===== config.mk =====
export PLATFORM = sky130hd
export DESIGN_NAME = dram_page_sequencer
export DESIGN_NICKNAME = d
export VERILOG_FILES = /design/src/rtl/dps_pkg.sv /design/src/rtl/dps_position.sv /design/src/rtl/dps_slot_decode.sv /design/src/rtl/dps_target_gate.sv /design/src/rtl/dram_page_sequencer.sv
export SDC_FILE = /design/constraint.sdc
export NUM_CORES = 1
export LEC_CHECK = 0
export ABC_AREA = 1
export ABC_CLOCK_PERIOD_IN_PS = 3600
export CAP_MARGIN = 20
export CELL_PAD_IN_SITES_DETAIL_PLACEMENT = 0
export CELL_PAD_IN_SITES_GLOBAL_PLACEMENT = 1
export CORE_ASPECT_RATIO = 0.7
export CORE_MARGIN = 3
export CORE_UTILIZATION = 35
export DETAILED_ROUTE_END_ITERATION = 16
export PLACE_DENSITY_LB_ADDON = 0.1
export SYNTH_ARGS = -nofsm -noshare
export SYNTH_HDL_FRONTEND = slang
export SYNTH_SLANG_ARGS = --single-unit

===== constraint.sdc =====
create_clock -name clk_i -period 3.6 [get_ports clk_i]
set_clock_uncertainty 0.15 [all_clocks]
set_input_delay 1.08 -clock clk_i [delete_from_list [all_inputs] [get_ports clk_i]]
set_output_delay 1.08 -clock clk_i [all_outputs]
set_load 0.005 [all_outputs]

===== src/rtl/dps_pkg.sv =====
package dps_pkg;

    // {cs_n, ras_n, cas_n, we_n}
    typedef enum logic [3:0] {
        CMD_NOP = 4'b0111,
        CMD_ACT = 4'b0011,
        CMD_RD  = 4'b0101,
        CMD_WR  = 4'b0100,
        CMD_PRE = 4'b0010
    } cmd_e;

    typedef enum logic [2:0] {
        SLOT_NONE,
        SLOT_PRE,
        SLOT_ACT,
        SLOT_RD,
        SLOT_WR
    } slot_e;

endpackage


===== src/rtl/dps_position.sv =====
module dps_position #(
    parameter int COLS      = 1024,
    parameter int BANK_W    = 2,
    parameter int ROW_W     = 13,
    parameter int LATCH_COL = 1017,
    localparam int COL_W    = $clog2(COLS)
) (
    input  logic              clk_i,
    input  logic              rst_ni,
    input  logic              run_i,
    input  logic              mode_i,
    output logic [COL_W-1:0]  col_o,
    output logic [BANK_W-1:0] bank_o,
    output logic [ROW_W-1:0]  row_o,
    output logic              mode_o
);

    typedef struct packed {
        logic [COL_W-1:0]  col;
        logic [BANK_W-1:0] bank;
        logic [ROW_W-1:0]  row;
        logic              mode;
    } pos_t;

    pos_t st_d, st_q;
    logic last_page;

    assign last_page = (st_q.bank == '1) && (st_q.row == '1);

    always_comb begin
        st_d = st_q;
        if (run_i) begin
            if (last_page && st_q.col == COL_W'(LATCH_COL)) begin
                st_d.mode = mode_i;
            end
            if (st_q.col == COL_W'(COLS - 1)) begin
                st_d.col  = '0;
                st_d.bank = st_q.bank + BANK_W'(1);
                if (st_q.bank == '1) begin
                    st_d.row = st_q.row + ROW_W'(1);
                end
            end else begin
                st_d.col = st_q.col + COL_W'(1);
            end
        end
    end

    always_ff @(posedge clk_i) begin
        if (!rst_ni) begin
            st_q.col  <= '0;
            st_q.bank <= '1;
            st_q.row  <= '1;
            st_q.mode <= 1'b0;
        end else begin
            st_q <= st_d;
        end
    end

    assign col_o  = st_q.col;
    assign bank_o = st_q.bank;
    assign row_o  = st_q.row;
    assign mode_o = st_q.mode;

    p_col_step_r5: assert property (@(posedge clk_i) disable iff (!rst_ni)
        (run_i && st_q.col != COL_W'(COLS - 1)) |=> (st_q.col == $past(st_q.col) + COL_W'(1)));

    p_page_wrap_r5: assert property (@(posedge clk_i) disable iff (!rst_ni)
        (run_i && st_q.col == COL_W'(COLS - 1))
            |=> (st_q.col == '0 && st_q.bank == $past(st_q.bank) + BANK_W'(1)));

    p_hold_r9: assert property (@(posedge clk_i) disable iff (!rst_ni)
        !run_i |=> ($stable(st_q.col) && $stable(st_q.bank) && $stable(st_q.row)));

    p_mode_latch_r7: assert property (@(posedge clk_i) disable iff (!rst_ni)
        !$stable(st_q.mode) |-> ($past(st_q.col) == COL_W'(LATCH_COL)));

endmodule


===== src/rtl/dps_slot_decode.sv =====
module dps_slot_decode
    import dps_pkg::*;
#(
    parameter int COL_W    = 10,
    parameter int PRE_SLOT = 1017,
    parameter int ACT_SLOT = 1019,
    parameter int RD_SLOT  = 1021,
    parameter int WR_SLOT  = 1023
) (
    input  logic             run_i,
    input  logic [COL_W-1:0] col_i,
    output slot_e            slot_o
);

    always_comb begin
        slot_o = SLOT_NONE;
        if (run_i) begin
            if (col_i == COL_W'(PRE_SLOT))      slot_o = SLOT_PRE;
            else if (col_i == COL_W'(ACT_SLOT)) slot_o = SLOT_ACT;
            else if (col_i == COL_W'(RD_SLOT))  slot_o = SLOT_RD;
            else if (col_i == COL_W'(WR_SLOT))  slot_o = SLOT_WR;
        end
    end

endmodule


===== src/rtl/dps_target_gate.sv =====
module dps_target_gate
    import dps_pkg::*;
#(
    parameter bit SECONDARY = 1'b0
) (
    input  slot_e slot_i,
    input  logic  mode_i,
    output cmd_e  cmd_o
);

    cmd_e rw_cmd;

    generate
        if (SECONDARY) begin : g_sec
            always_comb begin
                rw_cmd = CMD_NOP;
                if (slot_i == SLOT_RD && mode_i)       rw_cmd = CMD_RD;
                else if (slot_i == SLOT_WR && !mode_i) rw_cmd = CMD_WR;
            end
        end else begin : g_pri
            always_comb begin
                rw_cmd = CMD_NOP;
                if (slot_i == SLOT_RD) rw_cmd = CMD_RD;
            end
        end
    endgenerate

    always_comb begin
        unique case (slot_i)
            SLOT_PRE: cmd_o = CMD_PRE;
            SLOT_ACT: cmd_o = CMD_ACT;
            SLOT_RD,
            SLOT_WR:  cmd_o = rw_cmd;
            default:  cmd_o = CMD_NOP;
        endcase
    end

endmodule


===== src/rtl/dram_page_sequencer.sv =====
module dram_page_sequencer
    import dps_pkg::*;
#(
    parameter int COLS    = 1024,
    parameter int BANK_W  = 2,
    parameter int ROW_W   = 13,
    parameter int CAS_LAT = 2,
    parameter int CMD_GAP = 2,
    localparam int COL_W  = $clog2(COLS)
) (
    input  logic              clk_i,
    input  logic              rst_ni,
    input  logic              run_i,
    input  logic              mode_i,
    output logic [3:0]        pri_cmd_o,
    output logic [3:0]        sec_cmd_o,
    output logic [BANK_W-1:0] bank_o,
    output logic [ROW_W-1:0]  row_o,
    output logic [COL_W-1:0]  col_o,
    output logic              trig_o
);

    localparam int WR_SLOT  = COLS - 1;
    localparam int RD_SLOT  = WR_SLOT - CAS_LAT;
    localparam int ACT_SLOT = RD_SLOT - CMD_GAP;
    localparam int PRE_SLOT = ACT_SLOT - CMD_GAP;

    logic [COL_W-1:0]  cur_col;
    logic [BANK_W-1:0] cur_bank;
    logic [ROW_W-1:0]  cur_row;
    logic              mode_q;
    logic [BANK_W-1:0] nxt_bank;
    logic [ROW_W-1:0]  nxt_row;
    logic [ROW_W-1:0]  old_row;
    slot_e             slot;
    cmd_e              pri_cmd;
    cmd_e              sec_cmd;

    dps_position #(
        .COLS      (COLS),
        .BANK_W    (BANK_W),
        .ROW_W     (ROW_W),
        .LATCH_COL (PRE_SLOT)
    ) u_pos (
        .clk_i  (clk_i),
        .rst_ni (rst_ni),
        .run_i  (run_i),
        .mode_i (mode_i),
        .col_o  (cur_col),
        .bank_o (cur_bank),
        .row_o  (cur_row),
        .mode_o (mode_q)
    );

    dps_slot_decode #(
        .COL_W    (COL_W),
        .PRE_SLOT (PRE_SLOT),
        .ACT_SLOT (ACT_SLOT),
        .RD_SLOT  (RD_SLOT),
        .WR_SLOT  (WR_SLOT)
    ) u_slot (
        .run_i  (run_i),
        .col_i  (cur_col),
        .slot_o (slot)
    );

    dps_target_gate #(.SECONDARY(1'b0)) u_pri (
        .slot_i (slot),
        .mode_i (mode_q),
        .cmd_o  (pri_cmd)
    );

    dps_target_gate #(.SECONDARY(1'b1)) u_sec (
        .slot_i (slot),
        .mode_i (mode_q),
        .cmd_o  (sec_cmd)
    );

    // Next page: bank rotates, row steps when the bank index wraps.
    always_comb begin
        nxt_bank = cur_bank + BANK_W'(1);
        nxt_row  = (cur_bank == '1) ? cur_row + ROW_W'(1) : cur_row;
        old_row  = nxt_row - ROW_W'(1);
    end

    always_comb begin
        bank_o = '0;
        row_o  = '0;
        col_o  = '0;
        if (slot != SLOT_NONE) begin
            bank_o = nxt_bank;
        end
        if (slot == SLOT_PRE) row_o = old_row;
        if (slot == SLOT_ACT) row_o = nxt_row;
    end

    assign pri_cmd_o = pri_cmd;
    assign sec_cmd_o = sec_cmd;
    assign trig_o    = run_i && cur_col == '0 && cur_bank == '0 && cur_row == '0;

    p_no_wr_primary_r4: assert property (@(posedge clk_i) disable iff (!rst_ni)
        pri_cmd_o != 4'b0100);

    p_sec_wr_sample_r4: assert property (@(posedge clk_i) disable iff (!rst_ni)
        (sec_cmd_o == 4'b0100) |-> (!mode_q && pri_cmd_o == 4'b0111));

    p_sec_rd_repeat_r3: assert property (@(posedge clk_i) disable iff (!rst_ni)
        (sec_cmd_o == 4'b0101) |-> (mode_q && pri_cmd_o == 4'b0101));

    p_pre_both_r2: assert property (@(posedge clk_i) disable iff (!rst_ni)
        (pri_cmd_o == 4'b0010) |-> (sec_cmd_o == 4'b0010));

    p_act_both_r2: assert property (@(posedge clk_i) disable iff (!rst_ni)
        (pri_cmd_o == 4'b0011) |-> (sec_cmd_o == 4'b0011));

    p_idle_nop_r9: assert property (@(posedge clk_i) disable iff (!rst_ni)
        !run_i |-> (pri_cmd_o == 4'b0111 && sec_cmd_o == 4'b0111 && !trig_o));

    p_trig_single_r8: assert property (@(posedge clk_i) disable iff (!rst_ni)
        (trig_o && run_i) |=> !trig_o);

endmodule


Word level (Yosys, flattened, before mapping)
Cells that the tools add are included.

word-level totals
  bits in registers = 26
  bits of input ports = 4
  output and inout bits = 34

cells by class
  $add $sub $neg = 4
  equality and inequality tests = 10
  multiplexer cells = 15
  reductions and logical operators = 15

operators by type and width
  cell                     count
  $eq A10 B10 Y1 const B   4
  $mux W13                 3
  $mux W3                  5
  $add A13 B1 Y13 const B  1
  $eq A13 B13 Y1 const B   1
  $logic_not A13 Y1        1
  $sub A13 B1 Y13 const B  1
  $pmux W4 S3              1
  $add A10 B1 Y10 const B  1
  $logic_not A10 Y1        1
  $mux W10                 1
  $pmux W3 S3              1
  $logic_and A1 B1 Y1      7
  $eq A3 B2 Y1 const B     2
  $mux W2                  3
  $mux W4                  1
  $reduce_and A2 Y1        2
  $eq A3 B1 Y1 const B     1
  $eq A3 B3 Y1 const B     1
  $reduce_bool A3 Y1       1
  $add A2 B1 Y2 const B    1
  $eq A2 B2 Y1 const B     1
  $logic_not A2 Y1         1
  $reduce_or A2 Y1         1
  $logic_not A1 Y1         1

Logic depth before layout (Yosys ltp)
Gate-level depths: netlist of the first run.

  depth in word-level cells = 11
  depth in mapped cells = 14
  mapped depth without buffers = 14

By module
From an unflattened synthesis of the first run, not the netlist that was laid out.

second synthesis, totals
  cells, all modules = 439
  area, all modules = 2,745.1 sq um

by module, submodules not included
  module                   times used  cells an instance  area an instance (sq um)  sequential area each (sq um)
  dps_position             1           211                1,455.1                   520.5
  dram_page_sequencer      1           179                1,069.8                   0.0
  dps_slot_decode          1           23                 96.3                      0.0
  dps_target_gate (u_sec)  1           16                 73.8                      0.0
  dps_target_gate (u_pri)  1           10                 50.0                      0.0

Worst setup path after synthesis of the first run
Ideal clock, no wire load.

  kind = register -> output
  from = register u_pos.st_q (netlist bit u_pos.row_o[1])
  to = output port row_o[12]
  arrival = 1,796 ps
  path slack = 574 ps
  cell stages (with the launch flop) = 14
  buffers on the path = 0
  path through = dfxtp_1 > inv_1 > ha_1 > o21ai_4 > ha_1 > and2_2 > nand2_2 > nor2_2 > nand2_2 > nor2_4 > nand2_2 > nand2_1 > nand3_1 > nand2_1

on the way
  word-level cells in the longest chain between the ends = 5

ends and longest elaborated chain
  item                    RTL line                   text
  start, declared         dps_position.sv:25         pos_t st_d, st_q;
  start signal, assigned  dps_position.sv:55         st_q <= st_d;
  $add A13 B1 Y13         dram_page_sequencer.sv:82  nxt_row = (cur_bank == '1) ? cur_row + ROW_W'(1) : cur_row;
  $mux W13 (*)            -
  $sub A13 B1 Y13         dram_page_sequencer.sv:83  old_row = nxt_row - ROW_W'(1);
  $mux W13                dram_page_sequencer.sv:93  if (slot == SLOT_PRE) row_o = old_row;
  $mux W13 (*)            dram_page_sequencer.sv:94  if (slot == SLOT_ACT) row_o = nxt_row;
  end, declared           dram_page_sequencer.sv:18  output logic [ROW_W-1:0] row_o,

Mark *: on every way between the ends. The rest lies on a longest branch, timed or not.

Final worst setup path of the first run
  from = register u_pos.st_q (netlist bit u_pos.bank_o[0])
  to = output port row_o[9]

on the way
  word-level cells in the longest chain between the ends = 5

ends and longest elaborated chain
  item              RTL line
  $eq A2 B2 Y1 (*)  dram_page_sequencer.sv:82
  $mux W13 (*)      -
  $sub A13 B1 Y13   dram_page_sequencer.sv:83
  $mux W13          dram_page_sequencer.sv:93
  $mux W13 (*)      dram_page_sequencer.sv:94

Marked as above.

==> results.yml, run 1 <==
routing:
  wire_per_inst_um: 14.2
  ant_nets: 0
  dr.first_iter.drc_count: 166
  wl_um: 6770
  num_vias: 2328
  viasPerCell: 4.88
  drc_errors: 0
  first_pass_iters: 5
cts:
  numCtsBuffers: 3
  cts_hold_buf: 0
  path_clk_slew_ps: 100
  cts_max_level: 1
  clockBufferDepth: 2
  cts_tree: "yes"
  root_buffer: "clkbuf_8"
  insertion_delay_ps: 280
  cts_sinks: 26
setup_path:
  cp_cell_sequence: "ha_1, buf_4, buf_4, nand2_1, nand2_1, nand2_2, nand3_2, o21bai_4, nor2_2, nand4_1, a21oi_2, clkdlybuf4s15_1"
  r2r_start: "u_pos.col_o[0]$_SDFFE_PN0P_"
  slowest_stage: "dfxtp_2"
  worstPathArrival_ps: 2270
  critPathCaptureType: "primary output"
  cp_top_family: "simple AND/OR/NAND/NOR gates"
  rrSetupSlack_ps: 1660
  critPathKind: "register to primary output"
  required_ps: 2370
  rr_endpoint: "u_pos.col_o[9]$_SDFFE_PN0P_"
  max_stage_delay_ps: 340
  rr_worst_depth: 9
  cp.buffers_inverters: 3
  worstPathMaxFanout: 4
  worst_setup_path_start_kind: "register"
final_layout:
  areaGrowthSynthToFinish_pct: 33.1
  drive_above_1_share_pct: 32.1
  final_core_util_pct: 50.3
  final_nets: 416
  n_antenna_cell: 0
placed_design:
  gp_congestion: 0.914
  dp_hpwl_um: 5210
  io_buffers: 25
yosys:
  synth_cells: 334
  ys.flop_type: "dfxtp_1"
  yosysTopAreaCellShare_pct: 23.0
  postSynth.asyncResetShare_pct: 0
  synth_area_leaders: "dfxtp_1 (23%), nand2_1 (11%), inv_1 (7.3%)"
  synth_area_per_cell_um2: 6.78
  ys_warn_count: 0
  ys_seq_area_share_pct: 23.0
  ys_ff_latch: 26
  synth_cell_types: 39
  synth_enable_flop_cells: 0
  synth_top_cell_by_area: "dfxtp_1"
  netlist_area_um2: 2260
pwr:
  power.total_mw: 0.510
  p_leak_nw: 1.62
  peakVddDrop_mv: 0.146
  p_per_area_nw_per_um2: 169
die:
  die_area_um2: 7480
  dieWidth_um: 102
  core_um2: 5990
  rows: 23
  start_util_pct: 37.8
  io_pins: 38
  die_h_um: 73.3
global_route:
  grt_pass1_wl_um: 11000
  grt_pass1_vias: 2112
  antenna_found_initial: 0
  track_usage_pct: 19.0
  grt_max_degree: 16
  grt_overflow: 0
timing:
  drv_slew: 0
  timing.final.crit_share_pct: 97.1
  finalHoldViolCount: 0
  fin_crit_ps: 3500
  fmax_mhz: 286
  setup_viol: 0
worst_hold_path:
  hp-start: "u_pos.col_o[7]$_SDFFE_PN0P_"
  hold_end: "u_pos.col_o[7]$_SDFFE_PN0P_"
  whs_path_depth: 2
  min-delay-path-class: "register to register"
flow_run:
  drv_cap: 0
status:
  outcome: "completed"
==> logic make-up (layout without fill, tap and decap cells) <==
| logic type | Yosys count | count (layout) | synth area share, % |
|---|---|---|---|
| adders and majority gates | 8 | 8 | 4.42 |
| AOI/OAI and AO/OA | 39 | 39 | 11.3 |
| xor gates and xnor gates | 9 | 9 | 3.48 |
| other | 1 | 12 | 0.166 |
| and+or+nand+nor | 184 | 184 | 43.6 |
| buffers and inverters | 67 | 124 | 14.0 |
| DFF | 26 | 26 | 23.0 |
==> how the worst max path moves through the flow <==
stage                            startpoint        end  cells past startpoint
3_3_place_gp                          run_i  bank_o[0]                     10
6_report       u_pos.bank_o[0]$_SDFFE_PN1P_   row_o[9]                     12
4_1_cts        u_pos.bank_o[0]$_SDFFE_PN1P_  row_o[12]                     15
2_1_floorplan   u_pos.row_o[1]$_SDFFE_PN1P_  row_o[12]                     13
3_5_place_dp                          run_i  bank_o[0]                     10
5_1_grt        u_pos.bank_o[0]$_SDFFE_PN1P_  row_o[10]                     15
==> what timing repair did <==
action | CTS | global route
buffers inserted | 4 | 5
pin swaps | 8 | 11
gates resized for setup | 58 | 26
endpoints found under the setup margin | 22 | 12
==> area by class of cell <==
| cell class | count | area [um^2] |
|---|---|---|
| multi-input combinational | 252 | 1580 |
| fill | 637 | 2970 |
| sequential | 26 | 526 |
| clock buffer | 3 | 41.3 |
| timing repair buffer | 70 | 574 |
| inverter | 51 | 196 |
| tap | 75 | 93.8 |
==> worst min-delay path, cell delays in order, from the launching register on <==
cell and delay (ps):
dfxtp_1 330, inv_1 50, a21oi_1 50
==> synthesized netlist by cell type (2+ instances only) <==
cell,instances
nand2_1,64
inv_1,44
nor2_1,42
dfxtp_1,26
nand3_1,22
nand2_2,16
buf_4,14
a22oi_1,13
a21oi_1,11
ha_1,8
nand4_1,7
xor2_1,7
nor2_2,6
o21ai_0,6
inv_2,5
nor2_4,5
nand2_4,4
nand3_2,3
nand3b_1,3
nor2_8,3
a21oi_2,2
inv_4,2
nor3_1,2
nor4_1,2
o21ai_1,2
xnor2_1,2
==> registers in the layout (all words and copies together), names as in the netlist <==
name,flops
u_pos.row_o,13
u_pos.col_o,10
u_pos.bank_o,2
u_pos.mode_o,1
==> power breakdown <==
group          total [mW]  internal, mW  switching [mW]
logic              0.0385        0.0143          0.0242
registers           0.291         0.290         0.00187
clock network       0.180        0.0755           0.105
total               0.510         0.379           0.131
==> per-layer routing <==
layer,wire length (um),global-route usage [%],up-vias
met2,2710,26.6,69
met4,17,2.47,0
met5,0,0,-
met1,3720,30.5,1069
li1,-,-,1188
met3,333,3.13,2
==> placed cells by master (no fill, tap or decap), types with 4 or more instances in the layout <==
master,Yosys,routed
a21oi_1,11,9
a22oi_1,13,13
buf_2,1,5
buf_4,14,39
buf_6,1,5
clkdlybuf4s15_1,0,6
clkdlybuf4s50_1,0,4
conb_1,1,12
dfxtp_1,26,22
dfxtp_2,0,4
dlygate4sd2_1,0,8
ha_1,8,5
inv_1,44,42
inv_2,5,7
nand2_1,64,59
nand2_2,16,20
nand2_4,4,4
nand3_1,22,21
nand3_2,3,4
nand4_1,7,7
nor2_1,42,37
nor2_2,6,8
nor2_4,5,8
o21ai_0,6,4
o21ai_1,2,4
xor2_1,7,7
==> metrics by stage <==
stage	std cells	TNS, ps	worst slack (ps)	cell area [um^2]	hold WS (ps)
floorplan	345	0	574	2300	288
global placement	465	-8700	-503	2800	309
detailed placement	465	-9220	-548	2800	305
CTS	472	0	7.47	2900	320
global route	477	-31.7	-12.1	3010	349
finish	477	0	104	3010	320
No activity file was read; power rests on OpenSTA's default activity.
==> run 2, diff against run 1 <==
CORE_ASPECT_RATIO = 0.5   (was 0.7)
==> run 2 against run 1 <==
  * Clock-buffer cell count stayed put
  * Routed wire length is 12% lower
  * Critical path depth is 5 lower
  * Highest routed layer unchanged
==> results.yml, run 2 (synthesized netlist as in run 1, its figures left out) <==
status:
  outcome: "completed"
setup_path:
  required_ps: 2370
  max_stage_delay_ps: 520
  slowest_stage: "clkdlybuf4s50_1"
  critPathCaptureType: "primary output"
  critPathKind: "input pin to primary output"
  path_depth: 7
  cp_cell_sequence: "buf_4, nand2_4, nor2_4, inv_2, buf_4, o21ai_0, clkdlybuf4s50_1"
  rr_worst_depth: 9
  worstPathArrival_ps: 2310
  worstPathMaxFanout: 4
  cp_top_family: "buffers and inverters"
  critPathMostFrequentCell: "buf_4"
  worst_setup_path_start_kind: "input pin"
  cp.buffers_inverters: 4
die:
  dieWidth_um: 120
  die_area_um2: 7530
  core_um2: 6160
  io_pins: 38
  die_h_um: 62.9
  start_util_pct: 36.8
  rows: 20
timing:
  finalSetupTns_ps: 0
  setup_viol: 0
  fmax_mhz: 282
  setup_ws_ps: 58.2
  timing.final.crit_share_pct: 98.4
  finalHoldViolCount: 0
  relSlewSlack_pct: 62.8
  fin_crit_ps: 3540
  tightestPinTransition_ps: 552
  drv_slew: 0
placed_design:
  io_buffers: 25
  dp_slack_ps: -555
  dp_hpwl_um: 4770
  gp_congestion: 0.834
pwr:
  peakVddDrop_mv: 0.140
  power.total_mw: 0.663
  p_int_mw: 0.523
  p_sw_mw: 0.140
  netSwitchingFraction_pct: 21.1
  p_per_area_nw_per_um2: 216
  power.share.sequential_pct: 43.8
  p_comb_share_pct: 5.3
  clkPwrFrac_pct: 50.9
  p_leak_nw: 1.68
global_route:
  grt_overflow: 0
  antenna_found_initial: 0
  track_usage_pct: 16.2
  grt_max_degree: 16
  grt_pass1_vias: 2067
  grt_pass1_wl_um: 9860
routing:
  wire_per_inst_um: 12.4
  first_pass_iters: 4
  ant_nets: 0
  drc_errors: 0
  top_layer: "met4"
  wl_met3_um: 218
  num_vias: 2210
  route.met2.wl_um: 2710
  wl_um: 5990
  viasPerCell: 4.59
  dr.first_iter.drc_count: 119
  drt-met1-wl_um: 3040
final_layout:
  drive_above_1_share_pct: 30.5
  final_nets: 407
  multi_input_area_um2: 1600
  largest_register_ff_count: 13
  final_common_cell: "nand2_1"
  areaGrowthSynthToFinish_pct: 35.5
  final_core_util_pct: 49.8
  seq_area_um2: 527
  nFillCells: 636
  n_antenna_cell: 0
  mostFrequentLayoutCells: "nand2_1 (59), inv_1 (40), nor2_1 (36), buf_4 (36), dfxtp_1 (23)"
cts:
  cts_hold_buf: 0
  insertion_delay_ps: 270
  path_clk_slew_ps: 70
  cts_tree: "yes"
  cts_sinks: 26
  root_buffer: "clkbuf_16"
  numCtsBuffers: 3
  clockBufferDepth: 2
  cts_max_level: 1
flow_run:
  drv_cap: 0
worst_hold_path:
  whs_path_depth: 2
  min-delay-path-class: "register to register"
[run 2: cell types whose count changed in the layout (fill, tap and decap cells not counted), sizes merged]
| cell | previous run | this run |
|---|---|---|
| bufinv | 0 | 1 |
| clkdlybuf4s50 | 4 | 8 |
| buf | 50 | 37 |
| clkdlybuf4s15 | 6 | 0 |
| clkbuf | 5 | 4 |
| dlygate4sd2 | 8 | 10 |
| dlymetal6s2s | 0 | 5 |
[run 2: layout make-up]
| class | count | area share (%) |
|---|---|---|
| Inverter | 51 | 6.65 |
| Sequential cell | 26 | 17.2 |
| Tap cell | 88 | 3.59 |
| Multi-Input combinational cell | 252 | 52.0 |
| Clock buffer | 3 | 2.45 |
| Timing Repair Buffer | 61 | 17.1 |
| Clock inverter | 1 | 0.979 |
[run 2: final timing paths]
check | startpoint | to | slack, ps
max | run_i | row_o[0] | 60
min | u_pos.col_o[7]$_SDFFE_PN0P_ | u_pos.col_o[7]$_SDFFE_PN0P_ | 320
min reg2reg | u_pos.col_o[7]$_SDFFE_PN0P_ | u_pos.col_o[7]$_SDFFE_PN0P_ | 320
max reg2reg | u_pos.col_o[0]$_SDFFE_PN0P_ | u_pos.col_o[9]$_SDFFE_PN0P_ | 1730
[run 2: power groups by stage]
stage          Clock, mW  Combinational [mW]  Sequential, mW
6_report           0.338              0.0349           0.290
3_3_place_gp           0              0.0330           0.298
4_1_cts            0.346              0.0339           0.291
3_5_place_dp           0              0.0335           0.298
5_1_grt            0.358              0.0389           0.291
2_1_floorplan          0              0.0285           0.297
[run 2: worst reg2reg max path: cells and delay by family (launching register included)]
family	cells	cell delay, ps
buffers and inverters	2	360
AND/OR/NAND/NOR	5	600
AO/OA/AOI/OAI	1	150
flip-flops	1	340
adder cells (fa/ha/maj)	1	210
[run 2: stage by stage]
step	std cells	hold slack [ps]	cell area (um^2)
after global routing	482	364	3070
final	482	315	3070
after floorplan	345	288	2300
after global placement	471	308	2760
after CTS	478	321	2950
after detailed placement	471	310	2760
[run 2: routing by layer]
layer	GRT usage, %	vias to the layer above
li1	-	1163
met1	22.6	1007
met2	26.5	38
met3	4.07	2
met4	0.856	0
met5	0	-
[run 2: repair_timing]
action	4_1_cts	5_1_grt
pin swaps	10	11
resized for setup	36	29
setup buffers	3	4
setup endpoints to repair	22	10
